==> config.mk <==
export PLATFORM = sky130hd
export DESIGN_NAME = paged_reg_decoder
export DESIGN_NICKNAME = d
export VERILOG_FILES = /design/src/rtl/paged_reg_pkg.sv /design/src/rtl/dev_match.sv /design/src/rtl/page_map.sv /design/src/rtl/paged_reg_decoder.sv
export SDC_FILE = /design/constraint.sdc
export NUM_CORES = 1
export LEC_CHECK = 0
export ABC_AREA = 0
export BUFFER_PORTS_ARGS = -buffer_cell sky130_fd_sc_hd__buf_4
export CAP_MARGIN = 40
export CORE_ASPECT_RATIO = 1.4
export CORE_UTILIZATION = 45
export DETAILED_ROUTE_END_ITERATION = 7
export GPL_TIMING_DRIVEN = 0
export PLACE_DENSITY = 0.89
export SYNTH_ARGS = -nofsm -noshare
export SYNTH_HDL_FRONTEND = slang
export SYNTH_SLANG_ARGS = --single-unit
==> constraint.sdc <==
create_clock -name clk -period 3.26 [get_ports clk]
set_input_delay 0.652 -clock clk [delete_from_list [all_inputs] [get_ports clk]]
set_output_delay 0.652 -clock clk [all_outputs]
set_load 0.01 [all_outputs]
==> src/rtl/paged_reg_pkg.sv <==
package paged_reg_pkg;

    typedef enum logic [1:0] {
        SEL_NONE  = 2'd0,
        SEL_MAIN  = 2'd1,
        SEL_TABLE = 2'd2,
        SEL_AUX   = 2'd3
    } region_e;

    typedef enum logic [1:0] {
        ST_IDLE = 2'd0,
        ST_PTR  = 2'd1,
        ST_WR   = 2'd2,
        ST_RD   = 2'd3
    } ctl_state_e;

endpackage

==> src/rtl/dev_match.sv <==
module dev_match #(
    parameter logic [6:0] MAIN_DEF = 7'h51,
    parameter logic [6:0] AUX_ADDR = 7'h50
) (
    input  logic [6:0] dev_addr_i,
    input  logic       single_i,
    input  logic       fix_i,
    input  logic [7:0] prog_byte_i,
    output logic       hit_main_o,
    output logic       hit_aux_o
);
    logic [6:0] main_addr;

    always_comb begin
        main_addr  = fix_i ? prog_byte_i[7:1] : MAIN_DEF;
        hit_main_o = (dev_addr_i == main_addr);
        hit_aux_o  = !single_i && (dev_addr_i == AUX_ADDR) && !hit_main_o;
    end
endmodule

==> src/rtl/page_map.sv <==
module page_map
    import paged_reg_pkg::*;
#(
    parameter int ADDR_W     = 8,
    parameter int NUM_TABLES = 4
) (
    input  logic              tgt_aux_i,
    input  logic              single_i,
    input  logic [ADDR_W-1:0] ptr_i,
    input  logic [ADDR_W-1:0] page_i,
    output region_e           sel_o,
    output logic [ADDR_W-1:0] tbl_o,
    output logic [ADDR_W-2:0] off_o,
    output logic              is_page_o,
    output logic              undef_o
);
    localparam int HALF_W = ADDR_W - 1;
    localparam logic [ADDR_W-1:0] PAGE_LOC   = {1'b0, {HALF_W{1'b1}}};
    localparam logic [ADDR_W-1:0] FIRST_TBL  = ADDR_W'(2);
    localparam logic [ADDR_W-1:0] TBL_LIMIT  = ADDR_W'(NUM_TABLES);

    always_comb begin
        sel_o     = SEL_NONE;
        tbl_o     = page_i;
        off_o     = ptr_i[HALF_W-1:0];
        is_page_o = 1'b0;
        undef_o   = 1'b0;
        if (tgt_aux_i) begin
            sel_o = SEL_AUX;
        end else if (!ptr_i[ADDR_W-1]) begin
            if (ptr_i == PAGE_LOC) is_page_o = 1'b1;
            else                   sel_o     = SEL_MAIN;
        end else if (single_i && page_i < FIRST_TBL) begin
            sel_o = SEL_AUX;
        end else if (page_i >= FIRST_TBL && page_i < TBL_LIMIT) begin
            sel_o = SEL_TABLE;
        end else begin
            undef_o = 1'b1;
        end
    end
endmodule

==> src/rtl/paged_reg_decoder.sv <==
module paged_reg_decoder
    import paged_reg_pkg::*;
#(
    parameter int ADDR_W     = 8,
    parameter int NUM_TABLES = 4
) (
    input  logic              clk,
    input  logic              rst_n,
    input  logic              cfg_single_i,
    input  logic              cfg_fix_i,
    input  logic [7:0]        cfg_main_addr_i,
    input  logic              start_i,
    input  logic [7:0]        dev_i,
    input  logic              stop_i,
    input  logic              wr_vld_i,
    input  logic [7:0]        wr_byte_i,
    input  logic              rd_req_i,
    output logic              ack_o,
    output logic              mem_req_o,
    output logic              mem_we_o,
    output logic [1:0]        mem_sel_o,
    output logic [ADDR_W-1:0] mem_tbl_o,
    output logic [ADDR_W-2:0] mem_addr_o,
    output logic [7:0]        mem_wdata_o,
    input  logic [7:0]        mem_rdata_i,
    output logic [7:0]        rd_data_o
);
    localparam int HALF_W = ADDR_W - 1;
    localparam logic [7:0] FILL = 8'hFF;

    ctl_state_e        state_q;
    logic              tgt_aux_q;
    logic [ADDR_W-1:0] ptr_q;
    logic [ADDR_W-1:0] page_q;
    logic              ack_q;

    logic              hit_main, hit_aux;
    region_e           dsel;
    logic [ADDR_W-1:0] dtbl;
    logic [HALF_W-1:0] doff;
    logic              is_page, undef;

    dev_match u_match (
        .dev_addr_i  (dev_i[7:1]),
        .single_i    (cfg_single_i),
        .fix_i       (cfg_fix_i),
        .prog_byte_i (cfg_main_addr_i),
        .hit_main_o  (hit_main),
        .hit_aux_o   (hit_aux)
    );

    page_map #(.ADDR_W(ADDR_W), .NUM_TABLES(NUM_TABLES)) u_map (
        .tgt_aux_i (tgt_aux_q),
        .single_i  (cfg_single_i),
        .ptr_i     (ptr_q),
        .page_i    (page_q),
        .sel_o     (dsel),
        .tbl_o     (dtbl),
        .off_o     (doff),
        .is_page_o (is_page),
        .undef_o   (undef)
    );

    // State register, pointer, page register
    always_ff @(posedge clk or negedge rst_n) begin
        if (!rst_n) begin
            state_q   <= ST_IDLE;
            tgt_aux_q <= 1'b0;
            ptr_q     <= '0;
            page_q    <= '0;
            ack_q     <= 1'b0;
        end else begin
            ack_q <= 1'b0;
            if (start_i) begin
                if (hit_main || hit_aux) begin
                    ack_q     <= 1'b1;
                    tgt_aux_q <= hit_aux;
                    state_q   <= dev_i[0] ? ST_RD : ST_PTR;
                end else begin
                    state_q   <= ST_IDLE;
                end
            end else if (stop_i) begin
                state_q <= ST_IDLE;
            end else begin
                unique case (state_q)
                    ST_IDLE: ;
                    ST_PTR: begin
                        if (wr_vld_i) begin
                            ptr_q   <= wr_byte_i[ADDR_W-1:0];
                            state_q <= ST_WR;
                        end
                    end
                    ST_WR: begin
                        if (wr_vld_i) begin
                            if (is_page) page_q <= wr_byte_i[ADDR_W-1:0];
                            ptr_q <= ptr_q + 1'b1;
                        end
                    end
                    ST_RD: begin
                        if (rd_req_i) ptr_q <= ptr_q + 1'b1;
                    end
                endcase
            end
        end
    end

    // Outputs
    always_comb begin
        mem_req_o   = 1'b0;
        mem_we_o    = 1'b0;
        mem_sel_o   = dsel;
        mem_tbl_o   = dtbl;
        mem_addr_o  = doff;
        mem_wdata_o = wr_byte_i;
        rd_data_o   = is_page ? 8'(page_q) : (undef ? FILL : mem_rdata_i);
        ack_o       = ack_q;
        unique case (state_q)
            ST_IDLE, ST_PTR: ;
            ST_WR: begin
                mem_req_o = wr_vld_i && !start_i && !stop_i && (dsel != SEL_NONE);
                mem_we_o  = mem_req_o;
            end
            ST_RD: begin
                mem_req_o = rd_req_i && !start_i && !stop_i && (dsel != SEL_NONE);
            end
        endcase
    end

    // Assertions
    p_ack_after_start_r1: assert property (@(posedge clk) disable iff (!rst_n)
        ack_o |-> $past(start_i));

    p_quiet_idle_r11: assert property (@(posedge clk) disable iff (!rst_n)
        (state_q == ST_IDLE) |-> !mem_req_o);

    p_req_has_region_r7: assert property (@(posedge clk) disable iff (!rst_n)
        mem_req_o |-> (mem_sel_o != SEL_NONE));

    p_aux_single_r6: assert property (@(posedge clk) disable iff (!rst_n)
        (cfg_single_i && mem_req_o && mem_sel_o == SEL_AUX) |-> (ptr_q[ADDR_W-1] && page_q < 2));

    p_page_hold_r4: assert property (@(posedge clk) disable iff (!rst_n)
        !(state_q == ST_WR && wr_vld_i && ptr_q == 8'h7F && !tgt_aux_q)
        |=> $stable(page_q));

    p_ptr_step_r9: assert property (@(posedge clk) disable iff (!rst_n)
        (state_q == ST_RD && rd_req_i && !start_i && !stop_i)
        |=> ptr_q == $past(ptr_q) + 1'b1);
endmodule

; ---- Yosys cells after proc, flatten, opt, wreduce, memory -nomap -nowiden
; Index checks and enable logic that the tools add are counted.
[word_totals]
word_cells = 72
register_bits = 20
[op_classes]
bitwise_logic = 2
addsub = 1
reduce_logical = 23
muxes = 29
order_cmp = 3
n_eq_ne = 9
[ops]
columns = op, count
row1 = 8-bit two-way mux, 5
row2 = 8-bit one-hot mux with 3 select lines, 1
row3 = 2-bit two-way mux, 10
row4 = 1-bit two-way mux, 11
row5 = 1-bit logical AND, 10
row6 = 3-bit nonzero test, 3
row7 = "8-bit by 1-bit adder with 8-bit output, second input constant", 1
row8 = "8-bit by 7-bit equality test with 1-bit output, second input constant", 1
row9 = "8-bit by 2-bit >= comparator with 1-bit output, second input constant", 1
row10 = "8-bit by 2-bit < comparator with 1-bit output, second input constant", 1
row11 = "8-bit by 3-bit < comparator with 1-bit output, second input constant", 1
row12 = 7-bit equality test, 1
row13 = "7-bit equality test, second input constant", 1
row14 = 7-bit two-way mux, 1
row15 = "2-bit inequality test, second input constant", 3
row16 = 6-bit AND reduction, 1
row17 = 5-bit AND reduction, 1
row18 = "2-bit equality test, second input constant", 2
row19 = 1-bit zero test, 4
row20 = 2-bit AND reduction, 2
row21 = "2-bit by 1-bit equality test with 1-bit output, second input constant", 1
row22 = 1-bit inverter, 2
row23 = 1-bit one-hot mux with 2 select lines, 1
row24 = 2-bit nonzero test, 1
row25 = 1-bit logical OR, 1

; ---- Longest topological paths before layout
; Gate-level depths: netlist of run 1.
[depth]
ltp_word = 9
ltp_mapped = 8
ltp_nobuf = 6

; ---- Modules after synthesis
; A second synthesis of run 1 with hierarchy kept.
[unflattened]
hier_cells = 191
hier_area_um2 = 1630.3
[by_module_without_submodules]
columns = mod, n_inst, cells_each, seq_area_each_um2, area_per_inst_um2
row1 = paged_reg_decoder, 1, 135, 500.5, 1227.4
row2 = dev_match, 1, 28, 0.0, 201.4
row3 = page_map, 1, 28, 0.0, 201.4

; ---- Least setup slack after synthesis of run 1
; No wires, ideal clock.
[synth_path]
kind = register to output
start = register ptr_q[0]
end = output rd_data_o[0]
required_time_ps = 2608
arrival_ps = 1980
path_slack_ps = 628
n_path_buf = 0
path_stages_with_launch = 7
path_cell_list = dfrtp_1 > ha_1 > nand2_1 > or3_4 > a221o_2 > nor2_1 > o22a_2
[synth_via]
elab_chain_len = 5
[synth_rtl]
columns = item, line
row1 = "start, declared", paged_reg_decoder.sv:33  ; logic [ADDR_W-1:0] ptr_q;
row2 = "start signal, assigned", paged_reg_decoder.sv:89  ; ptr_q <= wr_byte_i[ADDR_W-1:0];
row3 = "start signal, assigned", paged_reg_decoder.sv:96  ; ptr_q <= ptr_q + 1'b1;
row4 = "start signal, assigned", paged_reg_decoder.sv:100  ; if (rd_req_i) ptr_q <= ptr_q + 1'b1;
row5 = 8-bit by 7-bit equality test with 1-bit output, page_map.sv:31  ; if (ptr_i == PAGE_LOC) is_page_o = 1'b1;
row6 = 1-bit two-way mux, page_map.sv:31
row7 = 1-bit two-way mux, page_map.sv:30  ; end else if (!ptr_i[ADDR_W-1]) begin
row8 = 1-bit two-way mux, page_map.sv:28  ; if (tgt_aux_i) begin
row9 = 8-bit two-way mux, paged_reg_decoder.sv:115  ; rd_data_o = is_page ? 8'(page_q) : (undef ? FILL : mem_rdata_i);
row10 = "end, declared", paged_reg_decoder.sv:26  ; output logic [7:0] rd_data_o
; Every way passes these cells.

; ---- Final worst setup path of run 1
[layout_path]
start = register ptr_q[0]
end = output rd_data_o[7]
; Same word-level chain as after synthesis.

==> impl_metrics.tcl, run 1 <==
set metrics [dict create \
    peakVddDrop_mv 0.243 \
    synth-edff-count 0 \
    slew_headroom_pct 69.8 \
    clock_latency_ns 0.26 \
    multi_input_area_um2 771 \
    grt_use_total_pct 23.4 \
    antenna_found_initial 0 \
    avgSynthCellArea_um2 9.10 \
    cts_tree "built" \
    combinationalPowerShare_pct 28.0 \
    fin_setup_tns_ns 0 \
    worst_slack_ns 0.170 \
    synth_cell_types 40 \
    vias 1497 \
    tightest_slew_ns 0.453 \
    fmax_ghz 0.324 \
    yosysTopAreaCellShare_pct 34.4 \
    io_pins 76 \
    min_path_type "input pin to asynchronous set/reset pin" \
    cpPeakStageDelay_ns 0.42 \
    layout-drive-gt1-share_pct 49.2 \
    dp_hpwl_um 3020 \
    die_area_mm2 0.00347 \
    wl_per_cell_um 14.1 \
    cts_hold_buf 0 \
    critPathCaptureType "primary output" \
    grt.overflow.total 0 \
    power_density_mw_per_mm2 358 \
    cp.required_ns 2.61 \
    post_cts_buffers 0 \
    drt_wl_total_um 3900 \
    rsz0062_at_grt "false" \
    utilization_pct 69.0 \
    criticalPathCategory "register to primary output" \
    rows 24 \
    synth_area_mm2 0.00146 \
    first_pass_iters 4 \
    hold_viol 0 \
    drc 0 \
    synth_ff_type "dfrtp_1" \
    slowest_stage "dfrtp_1" \
    intPower_mw 0.563 \
    dpl.cell_count 273 \
    synth-seq-cells 20 \
    num_antenna_cells 0 \
    setup_viol 0 \
    fin_skew_ns 0.00871 \
    cp.arrival_ns 2.44 \
    grt_pass1_wl_um 6290 \
    p_sw_share_pct 26.2 \
    synth_nets 204 \
    place_area_mm2 0.00206 \
    power_mw 0.763 \
    ant_nets 0 \
    finalInstanceArea_mm2 0.00213 \
    nFillCells 244 \
    seqCellArea_um2 500 \
    portBuffers 74 \
    synthArstFlopShare_pct 100 \
    yosysTopAreaCell "dfrtp_1" \
    die_w_um 50.1 \
    start_kind "register" \
    clockRootBuffer "clkbuf_8" \
    die_h_um 69.3 \
    cts-htree-levels 1 \
    seqPwrFrac_pct 39.3 \
    dp_slack_ns 0.275 \
    fin_cells 277 \
    drv_cap 0 \
    cp.buffers_inverters 1 \
    ys_seq_area_share_pct 34.4 \
    post-route-min-period_ns 3.09 \
    grt_max_degree 21 \
    clockBufferDepth 2 \
    grt_pass1_vias 1402 \
    yosys_warnings 0 \
    synthTopCellsByArea "dfrtp_1 34%, mux2_4 8.2%, buf_4 7.7%, o22a_2 5.5%, a21oi_1 4.8%" \
    ctsResizeCount 1 \
    critical-path-top-delay-family "simple AND/OR/NAND/NOR gates" \
    finalWeightedCongestion 0.836 \
    drt_iter0_drc 49 \
    p_sw_mw 0.200 \
    num-nets-final 283 \
    status "completed" \
    static-leakage-power_nw 1.08 \
    final.period_utilization_pct 94.8 \
    start_util_pct 47.1 \
    area_delta_synth_final_pct 46.6 \
    whs_ns 0.249 \
    worstPathCellList "ha_1 -> nand2_1 -> or3_4 -> a221o_2 -> nor2_2 -> o22a_2 -> buf_4" \
    cts.clk_slew.worst_paths_ns 0.08 \
    crit_fanout 10 \
    fp.coreArea_mm2 0.00309 \
    viasPerCell 5.40 \
    clkPwrFrac_pct 32.7 \
    syn_inst 160 \
    cts_sinks 20 \
    finalMaxSlewViolations 0 \
    cts_made_buffers 3 \
]
area by class of cell:
class                   count  area share [%]
clock buffers               3            1.93
well taps                  39            2.29
multi-input cells         109            36.1
repair buffers             74            26.0
clock inverters             1            1.41
flip-flops and latches     20            23.4
plain buffers              20            6.86
inverters                  11            1.93
per-layer routing:
metal  global-route usage, %  vias up  part of all wire [%]
met5                       0        -                     0
met4                    7.30        0                   1.5
met3                    2.63        6                   4.1
met2                    42.4       50                    53
met1                    27.8      717                    41
li1                        -      724                     -
sequential cells by signal, indices dropped and copies added, names as in the netlist:
register   cells
tgt_aux_q      1
page_q         8
ptr_q          8
ack_o          1
state_q        2
worst reg2reg max path: cells and delay by family (launching register included):
family / cells / cell delay (ns)
DFF: 1 / 0.42
adders and majority gates: 1 / 0.20
buffers and inverters: 2 / 0.31
muxes: 1 / 0.30
and+or+nand+nor: 4 / 1.03
cell families after synthesis:
kind of cell | Yosys count | synth area share (%)
fa+ha+maj | 4 | 3.44
xor+xnor | 1 | 0.601
buf+inv | 31 | 12.9
mux | 10 | 9.62
simple gates | 46 | 16.4
compound gates | 48 | 22.7
flops | 20 | 34.4
cells in the final DEF, fill, tap and decap left out, types with 2 or more instances in the layout:
cell	netlist	final
nor4_1	2	2
a21oi_1	14	14
mux2_4	8	8
clkbuf_8	0	3
mux2i_1	2	2
nand2b_1	4	4
o22ai_1	4	4
or3_1	2	2
nand2_1	12	12
buf_6	2	2
clkbuf_1	3	3
inv_1	11	11
nor2_1	9	8
o22a_2	8	8
nand3_1	6	6
and3_1	2	2
dfrtp_1	20	20
buf_4	15	89
ha_1	4	4
o2111ai_1	2	2
o21ai_0	10	10
power by group through the flow:
stage	sequential, mW	clock [mW]	combinational (mW)
6_report	0.300	0.250	0.214
3_3_place_gp	0.303	0	0.208
3_5_place_dp	0.303	0	0.213
4_1_cts	0.298	0.249	0.215
2_1_floorplan	0.297	0	0.109
5_1_grt	0.304	0.264	0.233
synth_stat cells (2+ instances only):
library cell / n
buf_4: 15
clkbuf_1: 3
and3_1: 2
o2111ai_1: 2
ha_1: 4
o21ai_0: 10
mux2i_1: 2
o22a_2: 8
o22ai_1: 4
inv_1: 11
buf_6: 2
nand2_1: 12
or3_1: 2
nor2_1: 9
mux2_4: 8
nand2b_1: 4
dfrtp_1: 20
nor4_1: 2
a21oi_1: 14
nand3_1: 6
final timing paths:
| path | cells past startpoint | slack (ns) | start | to |
|---|---|---|---|---|
| worst max-delay path | 7 | 0.17 | ptr_q[0]$_DFFE_PN0P_ | rd_data_o[7] |
| worst min-delay path | 1 | 0.25 | rst_n | page_q[2]$_DFFE_PN0P_ |
| worst max register to register | 8 | 0.88 | ptr_q[0]$_DFFE_PN0P_ | page_q[1]$_DFFE_PN0P_ |
| worst min register to register | 1 | 0.55 | ptr_q[0]$_DFFE_PN0P_ | ptr_q[0]$_DFFE_PN0P_ |
| max in group asynchronous | 1 | 2.80 | rst_n | ptr_q[6]$_DFFE_PN0P_ |
| min in group clk | 1 | 0.55 | ptr_q[0]$_DFFE_PN0P_ | ptr_q[0]$_DFFE_PN0P_ |
(Power assumes the default switching activity.)
==> run 2: changes to the inputs <==
--- a/constraint.sdc
+++ b/constraint.sdc
@@ -3,2 +3,2 @@
 set_output_delay 0.652 -clock clk [all_outputs]
-set_load 0.01 [all_outputs]
+set_load 0.05 [all_outputs]
==> run 2 against run 1 <==
Effect of this change: clock power about the same; first-iteration DRC count unchanged; combinational power is 48% higher; sequential share of layout area is 0.055 points lower; die area unchanged; sequential power hardly changed; critical path type unchanged; core utilization is 0.16 points higher.
==> impl_metrics.tcl, run 2 (synthesis results as in run 1) <==
set metrics [dict create \
    die_h_um 69.3 \
    cts_hold_buf 0 \
    post_cts_buffers 0 \
    layout-drive-gt1-share_pct 49.2 \
    p_sw_mw 0.299 \
    static-leakage-power_nw 1.08 \
    cts-htree-levels 1 \
    die_area_mm2 0.00347 \
    wl_per_cell_um 14.1 \
    area_delta_synth_final_pct 46.9 \
    slew_headroom_pct 69.8 \
    layout_commonest_cell "buf_4" \
    grt_max_degree 21 \
    clockBufferDepth 2 \
    dp_slack_ns 0.197 \
    crit_fanout 10 \
    intPower_mw 0.566 \
    portBuffers 74 \
    tightest_slew_ns 0.453 \
    status "completed" \
    combinationalPowerShare_pct 36.5 \
    fin_skew_ns 0.00871 \
    fmax_ghz 0.329 \
    setup_viol 0 \
    cp.required_ns 2.61 \
    p_sw_share_pct 34.6 \
    die_w_um 50.1 \
    clkPwrFrac_pct 28.8 \
    rsz0062_at_grt "false" \
    clock_latency_ns 0.26 \
    cts_made_buffers 3 \
    ant_nets 0 \
    first_pass_iters 4 \
    dp_hpwl_um 3020 \
    drv_cap 0 \
    num-nets-final 283 \
    hold_viol 0 \
    min_path_type "input pin to asynchronous set/reset pin" \
    criticalPathCategory "register to primary output" \
    peakVddDrop_mv 0.253 \
    critical-path-top-delay-family "simple AND/OR/NAND/NOR gates" \
    cts.clk_slew.worst_paths_ns 0.08 \
    fp.coreArea_mm2 0.00309 \
    cts_sinks 20 \
    cts_tree "built" \
    io_pins 76 \
    drt_iter0_drc 49 \
    grt_pass1_vias 1402 \
    grt.overflow.total 0 \
    viasPerCell 5.41 \
    fin_setup_tns_ns 0 \
    antenna_found_initial 0 \
    finalMaxSlewViolations 0 \
    final_cell_mix "89 x buf_4, 20 x dfrtp_1, 14 x a21oi_1" \
    num_antenna_cells 0 \
    worstPathCellList "ha_1 -> nand2_1 -> or3_4 -> a221o_2 -> nor2_4 -> o22a_2 -> buf_4" \
    clockRootBuffer "clkbuf_8" \
    start_util_pct 47.1 \
    seqPwrFrac_pct 34.6 \
    power_density_mw_per_mm2 405 \
    start_kind "register" \
    cp.buffers_inverters 1 \
    grt_use_total_pct 23.4 \
    top_regs "page_q: 8 flops, ptr_q: 8 flops, state_q: 2 flops" \
    slowest_stage "dfrtp_1" \
    vias 1499 \
    ctsResizeCount 1 \
    cp.arrival_ns 2.38 \
    post-route-min-period_ns 3.04 \
    grt_pass1_wl_um 6290 \
    worst_slack_ns 0.223 \
    critPathCaptureType "primary output" \
    finalWeightedCongestion 0.836 \
    final.period_utilization_pct 93.2 \
    drc 0 \
    drt_wl_total_um 3910 \
    cpPeakStageDelay_ns 0.42 \
    rows 24 \
]
-- run 2: worst paths after layout --
kind	start	to	slack (ns)	cells past startpoint
max in group asynchronous	rst_n	ptr_q[6]$_DFFE_PN0P_	2.80	1
worst max-delay path	ptr_q[0]$_DFFE_PN0P_	rd_data_o[7]	0.22	7
worst min-delay path	rst_n	page_q[2]$_DFFE_PN0P_	0.25	1
min in group clk	ptr_q[0]$_DFFE_PN0P_	ptr_q[0]$_DFFE_PN0P_	0.55	1
worst max register to register	ptr_q[0]$_DFFE_PN0P_	page_q[1]$_DFFE_PN0P_	0.88	8
worst min register to register	ptr_q[0]$_DFFE_PN0P_	ptr_q[0]$_DFFE_PN0P_	0.55	1
-- run 2: cell type report --
type                       count  area [µm²]
buffer                        20         146
clock buffer                   3        41.3
clock inverter                 1        30.0
fill                         245         953
inverter                      11        41.3
multi-input combinational    109         776
sequential                    20         500
tap                           39        48.8
timing repair buffer          74         556
-- run 2: stage by stage --
stage          hold WS (ns)  power (mW)  area (µm²)  util, %  cells
2_1_floorplan         0.356       0.509        1460        -    160
3_3_place_gp          0.526       0.612        2060     66.6    273
3_5_place_dp          0.536       0.617        2060     66.6    273
4_1_cts               0.261       0.864        2130     69.0    277
5_1_grt               0.266       0.904        2140     69.2    277
6_report              0.249       0.866        2140     69.2    277
-- run 2: power groups by stage --
| stage | sequential, mW | clock [mW] | combinational [mW] |
|---|---|---|---|
| floorplan | 0.297 | 0 | 0.212 |
| global placement | 0.303 | 0 | 0.309 |
| detailed placement | 0.303 | 0 | 0.314 |
| CTS | 0.298 | 0.249 | 0.316 |
| global route | 0.304 | 0.264 | 0.335 |
| finish | 0.300 | 0.250 | 0.316 |
-- run 2: per-layer routing --
metal / up-vias / global-route usage, % / wire length [µm] / part of all wire (%)
met5: - / 0 / 0 / 0
met4: 0 / 7.30 / 57 / 1.5
met3: 6 / 2.63 / 155 / 4.0
met2: 50 / 42.4 / 2090 / 54
met1: 718 / 27.8 / 1600 / 41
li1: 725 / - / - / -
==> run 3: changes to the inputs <==
Clock period 3.26 ns to 3.6 ns, I/O delays scaled along.
==> run 3 against run 2 <==
Effect of this change: total power down 9.7%; design area down 0.35%; register-to-register slack better by 0.34 ns; die area unchanged; largest power group unchanged.
==> impl_metrics.tcl, run 3 (synthesis results as in run 1) <==
set metrics [dict create \
    grt.overflow.total 0 \
    grt_use_total_pct 23.4 \
    final.period_utilization_pct 96.0 \
    cts_hold_buf 0 \
    drt_wl_total_um 3900 \
    tightest_slew_ns 0.705 \
    slowest_stage "nor2_1" \
    die_w_um 50.1 \
    finalWeightedCongestion 0.836 \
    ant_nets 0 \
    cts_tree "built" \
    post-route-min-period_ns 3.45 \
    viasPerCell 5.38 \
    slew_headroom_pct 52.8 \
    p_sw_share_pct 34.4 \
    num-nets-final 283 \
    top_regs "page_q: 8 flops, ptr_q: 8 flops, state_q: 2 flops" \
    dpl.cell_count 273 \
    cts-htree-levels 1 \
    fp.coreArea_mm2 0.00309 \
    layout-drive-gt1-share_pct 48.7 \
    fin_cells 277 \
    criticalPathCategory "register to primary output" \
    clock_latency_ns 0.26 \
    grt_pass1_vias 1402 \
    ctsResizeCount 0 \
    rows 24 \
    dp_slack_ns 0.469 \
    start_util_pct 47.1 \
    clockBufferDepth 2 \
    drv_cap 0 \
    layout_commonest_cell "buf_4" \
    cp.required_ns 2.88 \
    critPathCaptureType "primary output" \
    post_cts_buffers 0 \
    crit_fanout 10 \
    p_sw_mw 0.269 \
    grt_max_degree 21 \
    dp_hpwl_um 3020 \
    combinationalPowerShare_pct 36.4 \
    min_path_type "input pin to asynchronous set/reset pin" \
    portBuffers 74 \
    cts.clk_slew.worst_paths_ns 0.08 \
    cpPeakStageDelay_ns 0.56 \
    num_antenna_cells 0 \
    clockRootBuffer "clkbuf_8" \
    fin_skew_ns 0.00879 \
    setup_viol 0 \
    fmax_ghz 0.289 \
    first_pass_iters 4 \
    vias 1490 \
    fin_setup_tns_ns 0 \
    cts_sinks 20 \
    cp.arrival_ns 2.73 \
    cp.buffers_inverters 1 \
    power_density_mw_per_mm2 367 \
    io_pins 76 \
    area_delta_synth_final_pct 46.4 \
    clkPwrFrac_pct 28.9 \
    die_h_um 69.3 \
    finalMaxSlewViolations 0 \
    static-leakage-power_nw 1.08 \
    hold_viol 0 \
    nFillCells 245 \
    die_area_mm2 0.00347 \
    antenna_found_initial 0 \
    rsz0062_at_grt "false" \
    worstPathCellList "ha_1 -> nand2_1 -> or3_4 -> a221o_2 -> nor2_1 -> o22a_2 -> buf_4" \
    grt_pass1_wl_um 6290 \
    seqPwrFrac_pct 34.7 \
    start_kind "register" \
    power_mw 0.782 \
    wl_per_cell_um 14.1 \
    drc 0 \
    intPower_mw 0.513 \
    critical-path-top-delay-family "simple AND/OR/NAND/NOR gates" \
    peakVddDrop_mv 0.238 \
    status "completed" \
    whs_ns 0.317 \
    cts_made_buffers 3 \
    worst_slack_ns 0.145 \
    final_cell_mix "89 x buf_4, 20 x dfrtp_1, 14 x a21oi_1" \
    drt_iter0_drc 49 \
]
## run 3: metrics by stage
step | instance area (µm²) | util (%)
2_1_floorplan | 1460 | -
3_3_place_gp | 2060 | 66.6
3_5_place_dp | 2060 | 66.6
4_1_cts | 2130 | 68.9
5_1_grt | 2130 | 68.9
6_report | 2130 | 68.9
## run 3: area by class of cell
class	count	area (µm²)	area share [%]
timing repair buffer	74	556	26.1
tap	39	48.8	2.29
clock buffer	3	41.3	1.94
multi-input combinational	109	768	36.0
clock inverter	1	30.0	1.41
inverter	11	41.3	1.94
sequential	20	500	23.5
buffer	20	146	6.87
## run 3: final timing paths
kind                            slack (ns)                 start                     to  cells past startpoint
worst min-delay path                  0.32                 rst_n  page_q[2]$_DFFE_PN0P_                      1
max in group asynchronous             3.07                 rst_n   ptr_q[6]$_DFFE_PN0P_                      1
worst max-delay path                  0.15  ptr_q[0]$_DFFE_PN0P_           rd_data_o[7]                      7
worst max register to register        1.22  ptr_q[0]$_DFFE_PN0P_  page_q[1]$_DFFE_PN0P_                      8
min in group clk                      0.55  ptr_q[0]$_DFFE_PN0P_   ptr_q[0]$_DFFE_PN0P_                      1
worst min register to register        0.55  ptr_q[0]$_DFFE_PN0P_   ptr_q[0]$_DFFE_PN0P_                      1
## run 3: worst register-to-register path, delay by kind of cell, from the launching register on
kind / cells / cell delay, ns
adder cells (fa/ha/maj): 1 / 0.20
flip-flops: 1 / 0.42
multiplexers: 1 / 0.30
AND/OR/NAND/NOR: 4 / 1.03
buffers and inverters: 2 / 0.31
## run 3: power groups by stage
| stage | Combinational [mW] | Clock [mW] | Sequential (mW) |
|---|---|---|---|
| final | 0.284 | 0.226 | 0.272 |
| after global routing | 0.302 | 0.239 | 0.276 |
| after CTS | 0.286 | 0.225 | 0.270 |
| after detailed placement | 0.285 | 0 | 0.275 |
| after global placement | 0.280 | 0 | 0.274 |
| after floorplan | 0.192 | 0 | 0.269 |
## run 3: metal layers
layer  vias to the layer above  track usage, %  routed length, µm
met5                         -               0                  0
met4                         0            7.30                 57
met3                         6            2.63                151
met2                        46            42.4               2080
met1                       712            27.8               1610
li1                        726               -                  -
